**config.mk**
```make
export PLATFORM = sky130hd
export DESIGN_NAME = usbFifoBridge
export DESIGN_NICKNAME = d
export VERILOG_FILES = /design/src/rtl/usbFifoBridgePkg.sv /design/src/rtl/bridgeDatapath.sv /design/src/rtl/bridgeControl.sv /design/src/rtl/usbFifoBridge.sv
export SDC_FILE = /design/constraint.sdc
export NUM_CORES = 1
export LEC_CHECK = 0
export ABC_AREA = 1
export BUFFER_PORTS_ARGS = -buffer_cell sky130_fd_sc_hd__buf_2
export CELL_PAD_IN_SITES_DETAIL_PLACEMENT = 0
export CELL_PAD_IN_SITES_GLOBAL_PLACEMENT = 1
export CORE_ASPECT_RATIO = 0.5
export CORE_MARGIN = 3
export CORE_UTILIZATION = 38
export CTS_CLUSTER_SIZE = 16
export DETAILED_ROUTE_END_ITERATION = 7
export PLACE_DENSITY = 0.84
export SETUP_SLACK_MARGIN = 0.02
export SLEW_MARGIN = 5
export SYNTH_ARGS = -nofsm -noshare
export SYNTH_HDL_FRONTEND = slang
export SYNTH_SLANG_ARGS = --single-unit
```
**constraint.sdc**
```tcl
create_clock -name clk -period 1.6 [get_ports clk]
set_clock_uncertainty 0.1 [all_clocks]
set_input_delay 0 -clock clk [delete_from_list [all_inputs] [get_ports clk]]
set_output_delay 0 -clock clk [all_outputs]
set_load 0.005 [all_outputs]
```
**src/rtl/usbFifoBridgePkg.sv**
```systemverilog
`timescale 1ns/1ps
package usbFifoBridgePkg;
  typedef enum logic [2:0] {
    ST_GUARD,
    ST_IDLE,
    ST_SEND,
    ST_RDOE,
    ST_RDACT
  } ctlState_t;

  typedef struct packed {
    logic loadWord;
    logic advance;
    logic captureRx;
  } dpStrobe_t;
endpackage

```
**src/rtl/bridgeDatapath.sv**
```systemverilog
`timescale 1ns/1ps
module bridgeDatapath
  import usbFifoBridgePkg::*;
#(
  parameter int WORD_W = 32,
  parameter int BYTE_W = 8
) (
  input  logic              clk,
  input  logic              rstN,
  input  dpStrobe_t         strobe,
  input  logic [WORD_W-1:0] txWord,
  input  logic [BYTE_W-1:0] busIn,
  output logic [BYTE_W-1:0] busOut,
  output logic              lastByte,
  output logic [BYTE_W-1:0] rxByte,
  output logic              rxByteValid
);
  localparam int NBYTES = WORD_W / BYTE_W;
  localparam int IDX_W  = (NBYTES > 1) ? $clog2(NBYTES) : 1;

  logic [WORD_W-1:0] wordReg;
  logic [IDX_W-1:0]  byteIdx;

  assign busOut   = wordReg[byteIdx*BYTE_W +: BYTE_W];
  assign lastByte = (byteIdx == IDX_W'(NBYTES-1));

  always_ff @(posedge clk or negedge rstN) begin
    if (!rstN) begin
      wordReg <= '0;
      byteIdx <= '0;
    end else if (strobe.loadWord) begin
      wordReg <= txWord;
      byteIdx <= '0;
    end else if (strobe.advance) begin
      byteIdx <= lastByte ? '0 : byteIdx + IDX_W'(1);
    end
  end

  always_ff @(posedge clk or negedge rstN) begin
    if (!rstN) begin
      rxByte      <= '0;
      rxByteValid <= 1'b0;
    end else begin
      rxByteValid <= strobe.captureRx;
      if (strobe.captureRx) rxByte <= busIn;
    end
  end
endmodule

```
**src/rtl/bridgeControl.sv**
```systemverilog
`timescale 1ns/1ps
module bridgeControl
  import usbFifoBridgePkg::*;
#(
  parameter int QUAL_LIMIT = 6000000,
  parameter int CNT_W      = 32
) (
  input  logic      clk,
  input  logic      rstN,
  input  logic      txSpaceN,
  input  logic      rxAvailN,
  input  logic      txValid,
  input  logic      lastByte,
  output dpStrobe_t strobe,
  output logic      txReady,
  output logic      busDrive,
  output logic      outEnN,
  output logic      rdStrobeN,
  output logic      wrStrobeN
);
  localparam logic [CNT_W-1:0] LIMIT = CNT_W'(QUAL_LIMIT);

  ctlState_t        state, stateNext;
  logic [CNT_W-1:0] qualCnt;

  always_ff @(posedge clk or negedge rstN) begin
    if (!rstN) begin
      qualCnt <= '0;
    end else if (state == ST_GUARD && qualCnt < LIMIT) begin
      qualCnt <= txSpaceN ? '0 : qualCnt + CNT_W'(1);
    end
  end

  always_ff @(posedge clk or negedge rstN) begin
    if (!rstN) state <= ST_GUARD;
    else       state <= stateNext;
  end

  always_comb begin
    stateNext = state;
    strobe    = '0;
    txReady   = 1'b0;
    busDrive  = 1'b0;
    outEnN    = 1'b1;
    rdStrobeN = 1'b1;
    wrStrobeN = 1'b1;
    unique case (state)
      ST_GUARD: begin
        if (qualCnt >= LIMIT) stateNext = ST_IDLE;
      end
      ST_IDLE: begin
        txReady = 1'b1;
        if (txValid) begin
          strobe.loadWord = 1'b1;
          stateNext       = ST_SEND;
        end else if (!rxAvailN) begin
          stateNext = ST_RDOE;
        end
      end
      ST_SEND: begin
        busDrive       = 1'b1;
        wrStrobeN      = txSpaceN;
        strobe.advance = !txSpaceN;
        if (!txSpaceN && lastByte) stateNext = ST_IDLE;
      end
      ST_RDOE: begin
        outEnN    = 1'b0;
        stateNext = ST_RDACT;
      end
      ST_RDACT: begin
        outEnN           = 1'b0;
        rdStrobeN        = rxAvailN;
        strobe.captureRx = !rxAvailN;
        if (rxAvailN) stateNext = ST_IDLE;
      end
      default: stateNext = ST_GUARD;
    endcase
  end
endmodule

```
**src/rtl/usbFifoBridge.sv**
```systemverilog
`timescale 1ns/1ps
module usbFifoBridge
  import usbFifoBridgePkg::*;
#(
  parameter int QUAL_LIMIT = 6000000,
  parameter int WORD_W     = 32,
  parameter int BYTE_W     = 8
) (
  input  logic              clk,
  input  logic              rstN,
  input  logic              txSpaceN,
  input  logic              rxAvailN,
  input  logic [BYTE_W-1:0] busIn,
  output logic [BYTE_W-1:0] busOut,
  output logic              busDrive,
  output logic              outEnN,
  output logic              rdStrobeN,
  output logic              wrStrobeN,
  input  logic [WORD_W-1:0] txWord,
  input  logic              txValid,
  output logic              txReady,
  output logic [BYTE_W-1:0] rxByte,
  output logic              rxByteValid
);
  dpStrobe_t strobe;
  logic      lastByte;

  bridgeControl #(.QUAL_LIMIT(QUAL_LIMIT)) uCtl (
    .clk(clk), .rstN(rstN), .txSpaceN(txSpaceN), .rxAvailN(rxAvailN),
    .txValid(txValid), .lastByte(lastByte), .strobe(strobe),
    .txReady(txReady), .busDrive(busDrive), .outEnN(outEnN),
    .rdStrobeN(rdStrobeN), .wrStrobeN(wrStrobeN)
  );

  bridgeDatapath #(.WORD_W(WORD_W), .BYTE_W(BYTE_W)) uDp (
    .clk(clk), .rstN(rstN), .strobe(strobe), .txWord(txWord),
    .busIn(busIn), .busOut(busOut), .lastByte(lastByte),
    .rxByte(rxByte), .rxByteValid(rxByteValid)
  );
endmodule

```
# [Word level (Yosys, flattened, before mapping)]
# Cells that the tools add are included.
[word_totals] ff_bits=78 inputBits=45
[classes] addsub=2 order_cmp=2 eq_ne=9 shift=1 mux=19 n_reduce_logical=8
[op_table] cell="$add A32 B1 Y32 const B" count=1
[op_table] cell="$ge A32 B23 Y1 const B" count=1
[op_table] cell="$lt A32 B23 Y1 const B" count=1
[op_table] cell="$mux W32" count=1
[op_table] cell="$shiftx A32 B6 Y8" count=1
[op_table] cell="$mux W3" count=5
[op_table] cell="$pmux W3 S5" count=1
[op_table] cell="$mux W1" count=9
[op_table] cell="$eq A3 B2 Y1 const B" count=2
[op_table] cell="$mux W2" count=3
[op_table] cell="$ne A2 B2 Y1 const B" count=2
[op_table] cell="$reduce_and A4 Y1" count=1
[op_table] cell="$eq A3 B1 Y1 const B" count=1
[op_table] cell="$eq A3 B3 Y1 const B" count=1
[op_table] cell="$logic_not A3 Y1" count=1
[op_table] cell="$ne A3 B3 Y1 const B" count=1
[op_table] cell="$add A2 B1 Y2 const B" count=1
[op_table] cell="$eq A2 B2 Y1 const B" count=1
[op_table] cell="$logic_and A1 B1 Y1" count=2
[op_table] cell="$logic_not A1 Y1" count=2
[op_table] cell="$ne A2 B1 Y1 const B" count=1
[op_table] cell="$reduce_bool A2 Y1" count=1
[op_table] cell="$reduce_or A2 Y1" count=1

# [Longest topological paths before layout]
# Gate-level depths: netlist of run 1.
[logic_depth] depth_word=4 depth_mapped=10 ltp_nobuf=10

# [Modules after synthesis]
# From an unflattened synthesis of run 1, not the netlist that was laid out.
[hier_totals] hier_cells=558 hier_area_um2=4101.4
[modules_own_cells] module="bridgeControl" n_inst=1 cells_each=315 area_each_um2=2139.6
[modules_own_cells] module="bridgeDatapath" n_inst=1 cells_each=243 area_each_um2=1961.9

# [Worst setup path after synthesis of run 1]
# OpenSTA, ideal clock, no wires.
[synth_path] path_kind="reg-to-reg" startpoint="register uCtl.state[2]" endpoint="register uDp.wordReg[10]" setup_time_ps=125 arrival_ps=1315 setup_slack_ps=60 stages_incl_launch_ff=5 period_less_slack_ps=1540 cell_sequence="dfrtp_1 -> nor3_4 -> nand2_2 -> buf_6 -> mux2_4"
[synth_between] elab_chain_cells=2
[synth_rtl] item="from (decl)" line_no="bridgeControl.sv:23" text="ctlState_t state, stateNext;"
[synth_rtl] item="from (signal assigned)" line_no="bridgeControl.sv:36" text="else state <= stateNext;"
[synth_rtl] item="$eq A3 B1 Y1" line_no="bridgeControl.sv:47" text="unique case (state)"
[synth_rtl] item="$mux W1" line_no="bridgeControl.sv:47"
[synth_rtl] item="to (signal assigned)" line_no="bridgeDatapath.sv:32" text="wordReg <= txWord;"
[synth_rtl] item="to (decl)" line_no="bridgeDatapath.sv:21" text="logic [WORD_W-1:0] wordReg;"
# Every way passes these cells.
# A chain may end at the register's enable or synchronous reset.

# [Worst setup path in the final report of run 1]
[layout_path] startpoint="register uCtl.qualCnt[14]" endpoint="register uCtl.qualCnt[7]"
[layout_between] elab_chain_cells=2
[layout_rtl] item="from (decl)" line_no="bridgeControl.sv:24" text="logic [CNT_W-1:0] qualCnt;"
[layout_rtl] item="from (signal assigned)" line_no="bridgeControl.sv:30" text="qualCnt <= txSpaceN ? '0 : qualCnt + CNT_W'(1);"
[layout_rtl] item="$lt A32 B23 Y1" line_no="bridgeControl.sv:29" text="end else if (state == ST_GUARD && qualCnt < LIMIT) begin"
[layout_rtl] item="$logic_and A1 B1 Y1" line_no="bridgeControl.sv:29"
# Every way passes these cells.

==> impl_metrics.yaml, run 1 <==
routing:
  highest_layer: "met4"
  dr_total_vias: 3642
  finalWirelength_mm: 10.61
  postRouteAntennaNets: 0
  met1Wirelength_mm: 4.926
  drt_iter0_drc: 171
  wl_met3_um: 366
  wl_met2_mm: 5.166
  drt-wirelength-per-cell_um: 13.86
  first_pass_iters: 4
  vias_per_cell: 4.755
  drcViolationCount: 0
global_route:
  grt_max_degree: 40
  antenna_found_initial: 0
  grt_pass1_vias: 3704
  grt_usage: 0.1783
  grt_pass1_wl_mm: 17.53
  grt-ovfl-total: 0
sta:
  slew_violations: 0
  fin_setup_tns_ns: 0
  period_minus_slack_ns: 1.560
  timing.fmax_ghz: 0.6410
  final-hold-violation-count: 0
  rsz0062_at_grt: "yes"
  fin_crit_sh: 0.9751
  setup_viol: 0
  holdWs_ns: 0.09177
  worst_slew_pin_slew_ns: 0.5407
  slew_headroom: 0.6395
setup_path:
  path_class: "flop to flop"
  critPathLaunchType: "flop"
  cpMaxStageDelayCell: "dfrtp_2"
  slowest_delay_ns: 0.46
  crit_top_cell: "nand2_2"
  required_ns: 1.72
  r2r_slack_ns: 0.04
  crit_chain: "nor3_2, nand3_1, nand2_2, nand2_2, nand2_4, clkbuf_16, o21ai_1"
  cp_top_family: "simple AND/OR/NAND/NOR gates"
  crit_fanout: 7
  r2r_cells: 7
  path_buf_inv: 1
  reg2reg_from: "uCtl.qualCnt[14]"
  r2r_end: "uCtl.qualCnt[7]"
  cp-end-kind: "flop"
  crit_arrival_ns: 1.68
logic_synthesis:
  ys_seq_area_frac: 0.4749
  ys_types: 31
  synth_area_mm2: 0.004110
  ys_ff_latch: 78
  syn_nets: 520
  avgSynthCellArea_um2: 8.708
  ys_warn_count: 0
  syn_inst: 472
power:
  finalPower_uw: 8543
  p_sw_frac: 0.3483
  p_per_area_mw_per_mm2: 1465
  comb_power_share: 0.418
  seq_power_share: 0.355
  p_clk_frac: 0.227
  p_sw_uw: 2976
  leakage_uw: 0.002781
  ir_drop_uv: 888.1
  p_int_uw: 5567
finish:
  layout_commonest_cell: "nand2_1"
  final_cell_mix: "nand2_1 (109), dfrtp_1 (68), buf_2 (65), nor2_1 (49), dlygate4sd3_1 (44)"
  fin_nets: 669
  final_cells: 766
  antenna_cells: 0
  drive_gt1_frac: 0.3754
  fin_area_mm2: 0.005829
  area_growth_pct: 41.83
clock_network:
  cts_buffer_depth: 2
  htree_levels: 3
  clock_latency_ns: 0.34
  clockRootBuffer: "clkbuf_16"
  clock-sinks: 78
  cts_tree: "built"
  clk_pin_slew_worst_paths_ns: 0.06
  cts-buffers-inserted: 9
floorplan:
  dieWidth_um: 153.1
  core_area_mm2: 0.01038
  die_area_mm2: 0.01218
  placementRows: 26
  start_util: 0.3961
  dieHeight_um: 79.54
  ios: 67
min_path:
  hold_class: "input port to async pin"
place:
  hpwl_mm: 7.193
  io_buffer_count: 66
  routabilityCongestion: 0.8485
  place_area_mm2: 0.004800
  dp.cells: 693
status:
  status: "finished clean"
run:
  cap_violations: 0
-- cells in the mapped netlist --
cell type / count / area [um^2]
a21oi_1: 3 / 15.01
and2_1: 1 / 6.260
buf_2: 2 / 10.01
buf_6: 6 / 67.56
clkbuf_1: 13 / 48.80
clkinv_1: 1 / 3.750
dfrtp_1: 78 / 1952
ha_1: 3 / 37.54
inv_1: 34 / 127.6
inv_2: 2 / 7.510
mux2_2: 4 / 45.04
mux2_4: 28 / 420.4
nand2_1: 124 / 465.5
nand2_2: 2 / 12.51
nand2_4: 1 / 11.26
nand3_1: 32 / 160.2
nand4_1: 5 / 31.28
nor2_1: 64 / 240.2
nor2_2: 3 / 18.77
nor2_4: 1 / 11.26
nor3_1: 4 / 20.02
nor3_2: 1 / 10.01
nor3_4: 1 / 16.27
o211ai_1: 1 / 7.510
o21ai_0: 24 / 120.1
o21ai_1: 8 / 40.04
o21ai_2: 6 / 52.55
o21bai_1: 3 / 22.52
o22ai_1: 8 / 50.05
xnor2_1: 1 / 8.760
xor2_1: 8 / 70.07
-- final cells by class --
cell class / instances / area, um^2
tap: 140 / 175.2
sequential: 78 / 1964
multi-input combinational: 336 / 2049
inverter: 37 / 143.9
clock inverter: 6 / 46.29
clock buffer: 10 / 239.0
fill: 871 / 4548
timing repair buffer: 159 / 1211
-- flip-flops by register name (all words and copies together), names as in the netlist --
name / cells
uDp.wordReg: 32
uDp.rxByteValid: 1
uDp.byteIdx: 2
uDp.rxByte: 8
uCtl.qualCnt: 32
uCtl.state: 3
-- power by group through the flow --
stage               sequential, uW  clock [uW]  combinational (uW)
finish                        3040        1940                3570
floorplan                     2910           0                2090
CTS                           2990        1990                3250
global placement              3010           0                2980
global route                  3100        2050                3930
detailed placement            3020           0                3050
-- metrics by stage --
step | setup slack (ns) | utilization
after floorplan | 0.06009 | -
after global placement | 0.002527 | 0.4625
after CTS | 0.03048 | 0.5385
final | 0.03987 | 0.5617
after detailed placement | -0.02600 | 0.4625
after global routing | -0.07098 | 0.5617
-- layer usage --
| metal | vias to the layer above | GRT usage |
|---|---|---|
| met5 | - | 0 |
| met3 | 17 | 0.04440 |
| li1 | 1828 | - |
| met2 | 77 | 0.3053 |
| met4 | 0 | 0.04889 |
| met1 | 1720 | 0.2277 |
-- cells by family (layout without fill, tap and decap cells) --
| family | after synthesis | in the layout | synth area share |
|---|---|---|---|
| buffers and inverters | 58 | 212 | 0.06453 |
| adders and majority gates | 3 | 3 | 0.009133 |
| and+or+nand+nor | 239 | 239 | 0.2441 |
| AOI/OAI and AO/OA | 53 | 53 | 0.07489 |
| xor gates and xnor gates | 9 | 9 | 0.01918 |
| muxes | 32 | 32 | 0.1132 |
| DFF | 78 | 78 | 0.4749 |
-- repair_timing --
action,CTS,global route
cloned,0,2
setup buffers,5,6
endpoints found under the hold margin,116,0
hold buffers,44,0
resized for setup,10,64
endpoints found under the setup margin,29,72
pin swaps,0,12
-- worst max-delay path by stage --
stage                     startpoint               end  slack (ns)  cells after the start
finish              uCtl.qualCnt[14]   uCtl.qualCnt[7]        0.04                      7
global route        uCtl.qualCnt[14]     uCtl.state[1]       -0.07                      8
CTS                   uDp.byteIdx[0]         busOut[6]        0.03                      5
detailed placement     uCtl.state[1]     uDp.rxByte[5]       -0.03                      6
global placement     uCtl.qualCnt[1]  uCtl.qualCnt[22]       0.003                      7
floorplan              uCtl.state[2]   uDp.wordReg[10]        0.06                      4
Power figures use the tool's default switching activity.
==> inputs of run 2 (changes only) <==
--- a/config.mk
+++ b/config.mk
@@ -5,16 +5,16 @@
 export SDC_FILE = /design/constraint.sdc
 export NUM_CORES = 1
 export LEC_CHECK = 0
-export ABC_AREA = 1
+export ABC_AREA = 0
 export BUFFER_PORTS_ARGS = -buffer_cell sky130_fd_sc_hd__buf_2
 export CELL_PAD_IN_SITES_DETAIL_PLACEMENT = 0
 export CELL_PAD_IN_SITES_GLOBAL_PLACEMENT = 1
 export CORE_ASPECT_RATIO = 0.5
 export CORE_MARGIN = 3
-export CORE_UTILIZATION = 38
+export CORE_UTILIZATION = 40
 export CTS_CLUSTER_SIZE = 16
 export DETAILED_ROUTE_END_ITERATION = 7
-export PLACE_DENSITY = 0.84
+export PLACE_DENSITY = 0.85
 export SETUP_SLACK_MARGIN = 0.02
 export SLEW_MARGIN = 5
 export SYNTH_ARGS = -nofsm -noshare
==> constraint.sdc (replaced) <==
create_clock -name clk -period 1.6 [get_ports clk]
set_clock_uncertainty 0.1 [all_clocks]
set_input_delay 0.16 -clock clk [delete_from_list [all_inputs] [get_ports clk]]
set_output_delay 0.16 -clock clk [all_outputs]
set_load 0.005 [all_outputs]
==> run 2 against run 1 <==
The run now ends with negative setup slack left. Combinational power rose by 73%. Clock-buffer cell count rose by 1. Sequential share of layout area fell by 1.4 points. Final area rose by 3.7%. Worst hold slack barely moved.
==> impl_metrics.yaml, run 2 <==
status:
  status: "finished with violations"
  violations: "negative setup slack"
setup_path:
  r2r_slack_ns: -0.56
  r2r_cells: 6
  crit_fanout: 6
  crit_start: "uCtl.qualCnt[12]"
  crit_arrival_ns: 2.35
  path_class: "flop to flop"
  r2r_end: "uCtl.qualCnt[21]"
  critPathLaunchType: "flop"
  cp-end-kind: "flop"
  required_ns: 1.79
  crit_end: "uCtl.qualCnt[21]"
  reg2reg_from: "uCtl.qualCnt[12]"
logic_synthesis:
  synth_top_family_by_area: "multiplexers"
  ys_ff_latch: 78
  yosysTopAreaCellShare: 0.5355
  synth_ff_type: "dfrtp_1"
  ys_seq_area_frac: 0.5355
  synth_edf_count: 0
  muxShareOfSynthArea: 0.1840
  synth_top_area_cell: "dfrtp_1"
  ys_warn_count: 0
  synth_area_mm2: 0.003645
  syn_inst: 305
  synthArstFlopShare: 1.000
  synthTopCellsByCount: "dfrtp_1 (78), mux2_2 (40), nand2_1 (22)"
  yosysMostFrequentCell: "dfrtp_1"
  synth_simple_gate_area_frac: 0.1589
  synthTopCellsByArea: "dfrtp_1 (54%), mux2_2 (12%), mux4_2 (4.9%), a311o_1 (3.3%), nor4_1 (3.1%)"
  synth_compound_area_frac: 0.07003
  synth_xor_area_frac: 0
  avgSynthCellArea_um2: 11.95
  ys_types: 41
  syn_nets: 353
  synth_adder_area_share: 0.01030
routing:
  drt-wirelength-per-cell_um: 21.43
  finalWirelength_mm: 12.75
  drt_iter0_drc: 225
  postRouteAntennaNets: 0
  first_pass_iters: 4
  drcViolationCount: 0
  vias_per_cell: 5.649
  dr_total_vias: 3361
min_path:
  hp-start: "txSpaceN"
  hold_class: "input port to flop"
  whs_path_depth: 2
global_route:
  antenna_found_initial: 0
  grt_usage: 0.2368
  grt_pass1_vias: 3534
  grt_pass1_wl_mm: 18.75
  grt-ovfl-total: 0
  grt_max_degree: 41
floorplan:
  dieHeight_um: 73.50
  start_util: 0.4337
  dieWidth_um: 141.0
  placementRows: 23
  die_area_mm2: 0.01036
  core_area_mm2: 0.008403
  ios: 67
clock_network:
  cts_buffer_depth: 2
  htree_levels: 3
  cts_tree: "built"
  clock_latency_ns: 0.34
  clockRootBuffer: "clkbuf_16"
  cts-buffers-inserted: 9
  clock-sinks: 78
  clk_pin_slew_worst_paths_ns: 0.06
sta:
  rsz0062_at_grt: "yes"
  slew_violations: 0
  setup_viol: 76
  period_minus_slack_ns: 2.164
  slew_headroom: 0.7857
  setup_ws_ns: -0.5644
  timing.fmax_ghz: 0.4620
  worst_slew_pin_slew_ns: 0.3181
  final-hold-violation-count: 0
  fin_crit_sh: 1.353
  fin_setup_tns_ns: -16.57
place:
  place_area_mm2: 0.004508
  dp.cells: 517
  hpwl_mm: 6.334
  io_buffer_count: 66
  routabilityCongestion: 0.7919
finish:
  fin_nets: 527
  top_regs: "uCtl.qualCnt x32, uDp.wordReg x32, uDp.rxByte x8"
  drive_gt1_frac: 0.5445
  fin_area_mm2: 0.006045
  final_cells: 595
  final.fill_count: 518
  area_growth_pct: 65.84
  layout_commonest_cell: "dfrtp_1"
  antenna_cells: 0
  final_cell_mix: "dfrtp_1 (78), buf_2 (62), buf_4 (55), dlygate4sd3_1 (42), mux2_4 (40)"
power:
  leakage_uw: 0.002769
  ir_drop_uv: 1055
  p_per_area_mw_per_mm2: 1899
run:
  cap_violations: 0
-- run 2: cell types whose count changed in the layout (fill, tap and decap cells not counted), moves of 12 or more --
| cell | change |
|---|---|
| o21ai_1 | -13 |
| buf_6 | +15 |
| a311o_1 | +12 |
| nor2_2 | -15 |
| o21ai_0 | -12 |
| inv_1 | -23 |
| nor2_1 | -40 |
| nand2_2 | -13 |
| nand2_1 | -89 |
| nand3_1 | -22 |
| buf_4 | +13 |
| mux2_4 | +12 |
| and2_4 | +13 |
-- run 2: metal layers --
layer,up-vias,GRT usage,wire length (um)
met1,1753,0.2824,5077
li1,1470,-,-
met4,0,0.06122,202
met3,22,0.07087,726
met2,116,0.4269,6743
met5,-,0,0
-- run 2: how the worst min path moves through the flow --
stage	slack, ns	to
after floorplan	-0.24	uCtl.qualCnt[0]
after global placement	-0.04	uDp.rxByte[1]
after detailed placement	-0.04	uDp.rxByte[1]
after CTS	0.09	uCtl.state[0]
after global routing	0.12	uCtl.qualCnt[19]
final	0.09	uCtl.qualCnt[20]
-- run 2: cell families (layout without fill, tap and decap cells) --
| family | Yosys count | in the layout |
|---|---|---|
| buffers and inverters | 36 | 214 |
| AND/OR/NAND/NOR | 105 | 105 |
| AO/OA/AOI/OAI | 31 | 31 |
| flip-flops | 78 | 78 |
| multiplexers | 52 | 52 |
| adder cells (fa/ha/maj) | 3 | 3 |
-- run 2: area by class of cell --
class	instances	area, um^2	share of cell area
sequential	78	1952	0.3229
clock inverter	4	25.02	0.004140
clock buffer	11	232.7	0.03850
multi-input combinational	191	2028	0.3355
inverter	9	33.78	0.005589
tap	112	140.1	0.02318
timing repair buffer	190	1633	0.2701
-- run 2: repair_timing --
action,4_1_cts,5_1_grt
setup endpoints to repair,69,78
hold buffers,42,0
gates resized for setup,81,62
buffers inserted,10,9
endpoints found under the hold margin,119,0
pin swaps,10,18
cloned,5,2
-- run 2: where the power goes --
| part | switching (uW) | internal [uW] |
|---|---|---|
| logic | 2540 | 3630 |
| registers | 634 | 2820 |
| clock network | 812 | 1040 |
-- run 2: critical path, cell delays in order (launching register included) --
cell       delay (ns)
dfrtp_1          0.38
or4_4            0.57
a31oi_4          0.22
o21bai_4         0.16
clkbuf_16        0.19
o41ai_2          0.32
a31o_2           0.16
-- run 2: metrics by stage --
step	worst slack, ns	util	total power [uW]	hold slack (ns)
floorplan	-0.3654	-	5547	-0.2356
global placement	-0.4314	0.5365	6929	-0.04424
detailed placement	-0.5188	0.5365	7209	-0.03512
CTS	-0.4797	0.6839	10450	0.09325
global route	-0.5823	0.7193	12020	0.1157
finish	-0.5644	0.7193	11480	0.09141
